[config.mk]
export PLATFORM = sky130hd
export DESIGN_NAME = rx_mbox_queue
export DESIGN_NICKNAME = d
export VERILOG_FILES = /design/src/rtl/rx_mbox_pkg.sv /design/src/rtl/rx_mbox_mask_sel.sv /design/src/rtl/rx_mbox_match.sv /design/src/rtl/rx_mbox_pick.sv /design/src/rtl/rx_mbox_queue.sv
export SDC_FILE = /design/constraint.sdc
export NUM_CORES = 1
export LEC_CHECK = 0
export BUFFER_PORTS_ARGS = -buffer_cell sky130_fd_sc_hd__buf_2
export CAP_MARGIN = 40
export CORE_ASPECT_RATIO = 0.9
export CORE_MARGIN = 3
export CORE_UTILIZATION = 40
export CTS_CLUSTER_DIAMETER = 150
export DETAILED_ROUTE_END_ITERATION = 10
export PLACE_DENSITY = 0.56
export REMOVE_ABC_BUFFERS = 1
export SLEW_MARGIN = 15
export SYNTH_ARGS = -nofsm -noshare
export SYNTH_HDL_FRONTEND = slang
export SYNTH_SLANG_ARGS = --single-unit
[constraint.sdc]
create_clock -name clk -period 3.3 [get_ports clk]
set_clock_uncertainty 0.15 [all_clocks]
set_input_delay 0.495 -clock clk [delete_from_list [all_inputs] [get_ports clk]]
set_output_delay 0.495 -clock clk [all_outputs]
set_load 0.01 [all_outputs]
[src/rtl/rx_mbox_pkg.sv]
package rx_mbox_pkg;
   typedef enum logic [1:0] {
      MB_INACTIVE = 2'd0,
      MB_EMPTY    = 2'd1,
      MB_FULL     = 2'd2,
      MB_OVERRUN  = 2'd3
   } mb_code_e;

   localparam logic [1:0] GSEL_SHARED = 2'd0;
   localparam logic [1:0] GSEL_LEG_A  = 2'd1;
   localparam logic [1:0] GSEL_LEG_B  = 2'd2;
endpackage

[src/rtl/rx_mbox_mask_sel.sv]
module rx_mbox_mask_sel #(
   parameter int NUM_MB = 16,
   parameter int ID_W   = 11,
   parameter int LEG_A  = 14,
   parameter int LEG_B  = 15
) (
   input  logic                           indiv_en,
   input  logic [NUM_MB-1:0][ID_W-1:0]    imask,
   input  logic [ID_W-1:0]                shared_mask,
   input  logic [ID_W-1:0]                leg_a_mask,
   input  logic [ID_W-1:0]                leg_b_mask,
   output logic [NUM_MB-1:0][ID_W-1:0]    eff_mask
);
   for (genvar i = 0; i < NUM_MB; i++) begin : g_mb
      logic [ID_W-1:0] legacy;
      if (i == LEG_A) begin : g_a
         assign legacy = leg_a_mask;
      end else if (i == LEG_B) begin : g_b
         assign legacy = leg_b_mask;
      end else begin : g_s
         assign legacy = shared_mask;
      end
      assign eff_mask[i] = indiv_en ? imask[i] : legacy;
   end
endmodule

[src/rtl/rx_mbox_match.sv]
module rx_mbox_match
   import rx_mbox_pkg::*;
#(
   parameter int NUM_MB = 16,
   parameter int ID_W   = 11
) (
   input  logic [ID_W-1:0]                rx_id,
   input  logic [NUM_MB-1:0][ID_W-1:0]    mb_id,
   input  logic [NUM_MB-1:0][ID_W-1:0]    eff_mask,
   input  logic [NUM_MB-1:0][1:0]         mb_code,
   input  logic [NUM_MB-1:0]              released,
   input  logic [NUM_MB-1:0]              excluded,
   output logic [NUM_MB-1:0]              hit,
   output logic [NUM_MB-1:0]              hit_free
);
   for (genvar i = 0; i < NUM_MB; i++) begin : g_cmp
      logic id_ok, active, can_take;
      assign id_ok    = ((rx_id ^ mb_id[i]) & eff_mask[i]) == '0;
      assign active   = (mb_code[i] != MB_INACTIVE) && !excluded[i];
      assign can_take = (mb_code[i] == MB_EMPTY) ||
                        (((mb_code[i] == MB_FULL) || (mb_code[i] == MB_OVERRUN)) && released[i]);
      assign hit[i]      = id_ok && active;
      assign hit_free[i] = id_ok && active && can_take;
   end
endmodule

[src/rtl/rx_mbox_pick.sv]
module rx_mbox_pick #(
   parameter int NUM_MB = 16,
   parameter int IDX_W  = 4
) (
   input  logic [NUM_MB-1:0] hit,
   input  logic [NUM_MB-1:0] hit_free,
   output logic              any_hit,
   output logic              any_free,
   output logic [IDX_W-1:0]  first_free,
   output logic [IDX_W-1:0]  last_hit
);
   always_comb begin
      any_free   = 1'b0;
      first_free = '0;
      for (int i = NUM_MB - 1; i >= 0; i--) begin
         if (hit_free[i]) begin
            any_free   = 1'b1;
            first_free = IDX_W'(i);
         end
      end
   end

   always_comb begin
      any_hit  = 1'b0;
      last_hit = '0;
      for (int i = 0; i < NUM_MB; i++) begin
         if (hit[i]) begin
            any_hit  = 1'b1;
            last_hit = IDX_W'(i);
         end
      end
   end
endmodule

[src/rtl/rx_mbox_queue.sv]
module rx_mbox_queue
   import rx_mbox_pkg::*;
#(
   parameter int NUM_MB = 16,
   parameter int ID_W   = 11,
   parameter int LEG_A  = 14,
   parameter int LEG_B  = 15,
   localparam int IDX_W = (NUM_MB > 1) ? $clog2(NUM_MB) : 1
) (
   input  logic                 clk,
   input  logic                 rst_n,
   input  logic                 indiv_mask_en,
   input  logic                 self_rx_dis,
   input  logic                 cfg_we,
   input  logic [IDX_W-1:0]     cfg_idx,
   input  logic [1:0]           cfg_code,
   input  logic [ID_W-1:0]      cfg_id,
   input  logic                 imask_we,
   input  logic [IDX_W-1:0]     imask_idx,
   input  logic                 gmask_we,
   input  logic [1:0]           gmask_sel,
   input  logic [ID_W-1:0]      mask_val,
   input  logic [NUM_MB-1:0]    host_release,
   input  logic [NUM_MB-1:0]    irq_clr,
   input  logic                 rx_start,
   input  logic                 rx_done,
   input  logic [ID_W-1:0]      rx_id,
   input  logic                 rx_self,
   output logic                 st_valid,
   output logic [IDX_W-1:0]     st_idx,
   output logic [1:0]           st_code,
   output logic [NUM_MB-1:0]    irq_flags,
   output logic [2*NUM_MB-1:0]  mb_codes
);
   if (NUM_MB < 2) begin : g_bad_num
      $error("rx_mbox_queue: NUM_MB must be at least 2");
   end
   if (ID_W < 1) begin : g_bad_idw
      $error("rx_mbox_queue: ID_W must be positive");
   end
   if (LEG_A >= NUM_MB || LEG_B >= NUM_MB || LEG_A == LEG_B || LEG_A < 0 || LEG_B < 0) begin : g_bad_leg
      $error("rx_mbox_queue: LEG_A/LEG_B must be distinct valid mailbox indices");
   end

   logic [NUM_MB-1:0][ID_W-1:0] mb_id_q;
   logic [NUM_MB-1:0][ID_W-1:0] imask_q;
   logic [NUM_MB-1:0][1:0]      mb_code_q;
   logic [NUM_MB-1:0]           rel_q;
   logic [ID_W-1:0]             shared_q, leg_a_q, leg_b_q;
   logic                        round_q;
   logic [NUM_MB-1:0]           round_excl_q;

   logic [NUM_MB-1:0][ID_W-1:0] eff_mask;
   logic [NUM_MB-1:0]           wr_oh, excluded, hit, hit_free, store_oh;
   logic                        any_hit, any_free, accept;
   logic [IDX_W-1:0]            first_free, last_hit, tgt;
   logic [1:0]                  new_code;

   always_comb begin
      wr_oh = '0;
      if (cfg_we) wr_oh[cfg_idx] = 1'b1;
   end

   assign excluded = round_excl_q | wr_oh;

   rx_mbox_mask_sel #(.NUM_MB(NUM_MB), .ID_W(ID_W), .LEG_A(LEG_A), .LEG_B(LEG_B)) u_msel (
      .indiv_en    (indiv_mask_en),
      .imask       (imask_q),
      .shared_mask (shared_q),
      .leg_a_mask  (leg_a_q),
      .leg_b_mask  (leg_b_q),
      .eff_mask    (eff_mask)
   );

   rx_mbox_match #(.NUM_MB(NUM_MB), .ID_W(ID_W)) u_match (
      .rx_id    (rx_id),
      .mb_id    (mb_id_q),
      .eff_mask (eff_mask),
      .mb_code  (mb_code_q),
      .released (rel_q),
      .excluded (excluded),
      .hit      (hit),
      .hit_free (hit_free)
   );

   rx_mbox_pick #(.NUM_MB(NUM_MB), .IDX_W(IDX_W)) u_pick (
      .hit        (hit),
      .hit_free   (hit_free),
      .any_hit    (any_hit),
      .any_free   (any_free),
      .first_free (first_free),
      .last_hit   (last_hit)
   );

   assign accept   = rx_done && any_hit && !(rx_self && self_rx_dis);
   assign tgt      = any_free ? first_free : last_hit;
   assign new_code = any_free ? MB_FULL : MB_OVERRUN;

   always_comb begin
      store_oh = '0;
      if (accept) store_oh[tgt] = 1'b1;
   end

   // per-mailbox state
   for (genvar i = 0; i < NUM_MB; i++) begin : g_state
      always_ff @(posedge clk or negedge rst_n) begin
         if (!rst_n) begin
            mb_code_q[i] <= MB_INACTIVE;
            mb_id_q[i]   <= '0;
            rel_q[i]     <= 1'b0;
         end else if (wr_oh[i]) begin
            mb_code_q[i] <= cfg_code;
            mb_id_q[i]   <= cfg_id;
            rel_q[i]     <= 1'b0;
         end else if (store_oh[i]) begin
            mb_code_q[i] <= new_code;
            rel_q[i]     <= 1'b0;
         end else if (host_release[i]) begin
            rel_q[i]     <= 1'b1;
         end
      end

      always_ff @(posedge clk or negedge rst_n) begin
         if (!rst_n) begin
            imask_q[i] <= '1;
         end else if (imask_we && imask_idx == IDX_W'(i)) begin
            imask_q[i] <= mask_val;
         end
      end

      assign mb_codes[2*i +: 2] = mb_code_q[i];
   end

   always_ff @(posedge clk or negedge rst_n) begin
      if (!rst_n) begin
         shared_q <= '1;
         leg_a_q  <= '1;
         leg_b_q  <= '1;
      end else if (gmask_we) begin
         case (gmask_sel)
            GSEL_SHARED: shared_q <= mask_val;
            GSEL_LEG_A:  leg_a_q  <= mask_val;
            GSEL_LEG_B:  leg_b_q  <= mask_val;
            default: ;
         endcase
      end
   end

   // matching round tracking
   always_ff @(posedge clk or negedge rst_n) begin
      if (!rst_n) begin
         round_q      <= 1'b0;
         round_excl_q <= '0;
      end else if (rx_done) begin
         round_q      <= 1'b0;
         round_excl_q <= '0;
      end else if (rx_start) begin
         round_q      <= 1'b1;
         round_excl_q <= wr_oh;
      end else if (round_q) begin
         round_excl_q <= round_excl_q | wr_oh;
      end
   end

   always_ff @(posedge clk or negedge rst_n) begin
      if (!rst_n) begin
         irq_flags <= '0;
         st_valid  <= 1'b0;
         st_idx    <= '0;
         st_code   <= MB_INACTIVE;
      end else begin
         irq_flags <= (irq_flags & ~irq_clr) | store_oh;
         st_valid  <= accept;
         if (accept) begin
            st_idx  <= tgt;
            st_code <= new_code;
         end
      end
   end
endmodule

==> run_results.csv <==
group,metric,value,unit
placed_design,dp_hpwl,57.1,mm
logic_synthesis,synth-seq-cells,473,
logic_synthesis,ys_types,76,
sta,rsz0062_at_grt,"yes",
cells_and_area,final_nets,2519,
clocking,path_clk_slew,0.06,ns
sta,tightest_slew,0.837,ns
cells_and_area,layout-drive-gt1-share,50.9,%
global_routing,antenna_found_initial,6,
worst_hold_path,hp-class,"in -> reg",
setup_path,start_kind,"flip-flop",
global_routing,grt_pass1_wl,124,mm
sta,slew_violations,0,
detailed_routing,num_vias,17900,
setup_path,cp_top_family,"simple AND/OR/NAND/NOR gates",
logic_synthesis,yosys.area_share.adder,0,%
clocking,insertion_delay,0.60,ns
detailed_routing,avgViaCountPerCell,5.52,
logic_synthesis,synth_edf_count,0,
status,violations,"negative setup slack",
logic_synthesis,yosys-top-cells-count,"mux2_2, dfrtp_1, nand2_1, dfstp_2, xnor2_1",
setup_path,worstSetupPathType,"reg -> reg",
clocking,cts_buffer_depth,3,
sta,period_share,113,%
global_routing,grt_pass1_vias,18600,
detailed_routing,dr.first_iter.drc_count,1436,
floorplan,dieArea,62200,um2
floorplan,core-area,58500,um2
setup_path,path_max_fanout,5,
logic_synthesis,synthTopCellsByArea,"dfrtp_1, dfstp_2, mux2_2",
cells_and_area,fillers,5074,
clocking,root_buffer,"clkbuf_16",
logic_synthesis,synth-simple-area-share,9.02,%
logic_synthesis,syn_area,23700,um2
cells_and_area,postLayoutCellArea,30800,um2
clocking,cts_tree,"built",
setup_path,path_cells,"buf_8 > buf_4 > mux2i_1 > nor2_1 > or4_4 > a2bb2o_1 > and3_1 > o221ai_1 > a211o_1 > or4b_4 > or3_1 > a31oi_1",
floorplan,dieWidth,263,um
placed_design,dp.cells,3060,
placed_design,gp_congestion,0.944,
sta,setup_viol,66,
setup_path,required,3.67,ns
clocking,cts_buffers,50,
sta,worst_slack,-0.423,ns
logic_synthesis,synth_compound_area_share,7.25,%
placed_design,placed_cell_area,27200,um2
detailed_routing,post_drt_wl_per_cell,25.6,um
detailed_routing,m1WireLength,37.7,mm
cells_and_area,finalNonFillerCells,3251,
logic_synthesis,synth_top_area_share,27.9,%
clocking,h-tree-depth,2,
detailed_routing,wl_met3,4.85,mm
logic_synthesis,postSynth.asyncResetShare,100,%
detailed_routing,wl_met2,38.9,mm
global_routing,gr-total-overflow,0,
logic_synthesis,synth_area_per_cell,11.8,um2
setup_path,critPathSlowestCell,"or4b_4",
setup_path,crit_path_max_incr_delay,0.54,ns
status,status,"finished, violations left",
sta,hold_viol,0,
logic_synthesis,synth-xor-area-share,6.50,%
detailed_routing,dr.pass1.iters,5,
setup_path,crit_path_end_kind,"flip-flop",
floorplan,rows,84,
detailed_routing,top_layer_used,"met4",
job,maxCapViolCount,0,
cells_and_area,areaGrowthSynthToFinish,29.8,%
setup_path,critPathArrivalTime,4.09,ns
logic_synthesis,synthFlopType,"dfrtp_1",
placed_design,io_buffers,141,
power,power_density,832,nW/um2
detailed_routing,antenna_left,0,
setup_path,worst-path-buf-inv,2,
logic_synthesis,synthMostInstantiatedCell,"mux2_2",
logic_synthesis,yosysSeqAreaShare,51.0,%
sta,fmax,269,MHz
logic_synthesis,synth_area_leader_cell,"dfrtp_1",
detailed_routing,drc,0,
global_routing,grtUsageTotal,26.4,%
sta,min_period,3.72,ns
detailed_routing,drt_wl_total,83.1,mm
logic_synthesis,synthMuxAreaShare,22.5,%
global_routing,grt_start_max_net_pins,99,
power,p_leak,13.3,nW
logic_synthesis,synth_top_family_by_area,"multiplexers",
power,vdd_drop_max,833,uV
floorplan,initial_utilization,40.5,%
sta,max_slew_margin,44.2,%
clocking,clkSinkCount,473,
logic_synthesis,ys_warn_count,0,
logic_synthesis,synth_cells,2011,
floorplan,ios,142,
floorplan,die_h,237,um
## final cells by class
cell class / instances / area (um2) / area share, %
diodes: 4 / 10.0 / 0.0325
clock buffers: 83 / 1480 / 4.80
clock inverters: 10 / 110 / 0.358
inverters: 35 / 131 / 0.427
multi-input cells: 1359 / 11600 / 37.8
flip-flops and latches: 473 / 12100 / 39.4
well taps: 774 / 968 / 3.15
repair buffers: 513 / 4320 / 14.0
## placed cells by master (no fill, tap or decap), drive strengths merged, types with 15 or more instances in the layout
cell type	netlist	final
nor2	78	78
nand2b	29	29
dlygate4sd3	0	23
nor4	21	21
nand3	15	15
clkbuf	77	83
xnor2	173	173
o221ai	15	15
o22ai	66	66
dfrtp	264	264
a22oi	23	23
nand2	222	222
a22o	15	15
mux2i	159	159
dfstp	209	209
buf	68	490
o21ai	29	29
mux2	333	333
inv	35	36
a21oi	29	29
## sequential cells by signal, summed over array words and instances (netlist names)
| name | cells |
|---|---|
| imask_q | 176 |
| irq_flags | 16 |
| leg_a_q | 11 |
| leg_b_q | 11 |
| mb_codes | 32 |
| mb_id_q | 176 |
| rel_q | 16 |
| round_excl_q | 16 |
| round_q | 1 |
| shared_q | 11 |
| st_code | 2 |
| st_idx | 4 |
| st_valid | 1 |
## worst min-delay path, cell delays in order
cell and delay [ns]:
buf_2 0.11, nor2_1 0.08, nor3_1 0.05
## per-stage QoR
| step | TNS, ns | hold slack (ns) | util, % | total power [mW] | setup WS, ns |
|---|---|---|---|---|---|
| 6_report | -16.78 | 0.0305 | 52.6 | 25.6 | -0.423 |
| 5_1_grt | -20.68 | 0.0315 | 52.6 | 26.8 | -0.477 |
| 4_1_cts | -15.23 | 0.00152 | 51.8 | 25.0 | -0.391 |
| 3_5_place_dp | -77.34 | 0.299 | 46.5 | 16.7 | -1.34 |
| 3_3_place_gp | -79.84 | 0.297 | 46.4 | 16.6 | -1.37 |
| 2_1_floorplan | -61.75 | 0.0494 | - | 12.4 | -1.14 |
## final timing paths
path | start | end | slack (ns) | cells past startpoint
hold / removal | host_release[15] | rel_q[15] | 0.03 | 3
setup / recovery | shared_q[7] | mb_codes[30] | -0.42 | 12
max in group asynchronous | rst_n | mb_id_q[8] | 1.76 | 3
hold reg to reg | st_code[1] | st_code[1] | 0.32 | 1
min in group asynchronous | rst_n | mb_id_q[165] | 0.29 | 2
setup reg to reg | shared_q[7] | mb_codes[30] | -0.42 | 12
## routing by layer
metal | global-route usage, % | vias up
li1 | - | 7924
met1 | 37.9 | 9349
met2 | 42.6 | 561
met3 | 3.45 | 115
met4 | 5.88 | 0
met5 | 0 | -
## report_power, final
group          total [mW]  switching (mW)  internal, mW
sequential           8.61           0.951          7.66
clock                5.59            2.39          3.20
combinational        11.4            5.56          5.84
## kinds of logic after synthesis
kind of cell    Yosys count
compound gates          243
xor+xnor                176
buf+inv                 180
flops                   473
mux                     492
simple gates            447
## timing repair
item,in CTS,in global routing
setup buffers,60,18
pin swaps,41,50
hold endpoints to repair,47,0
setup endpoints to repair,68,71
hold buffers,23,0
resized for setup,167,85
gates cloned,3,0
Note: power is estimated with default switching activity, not from simulation.
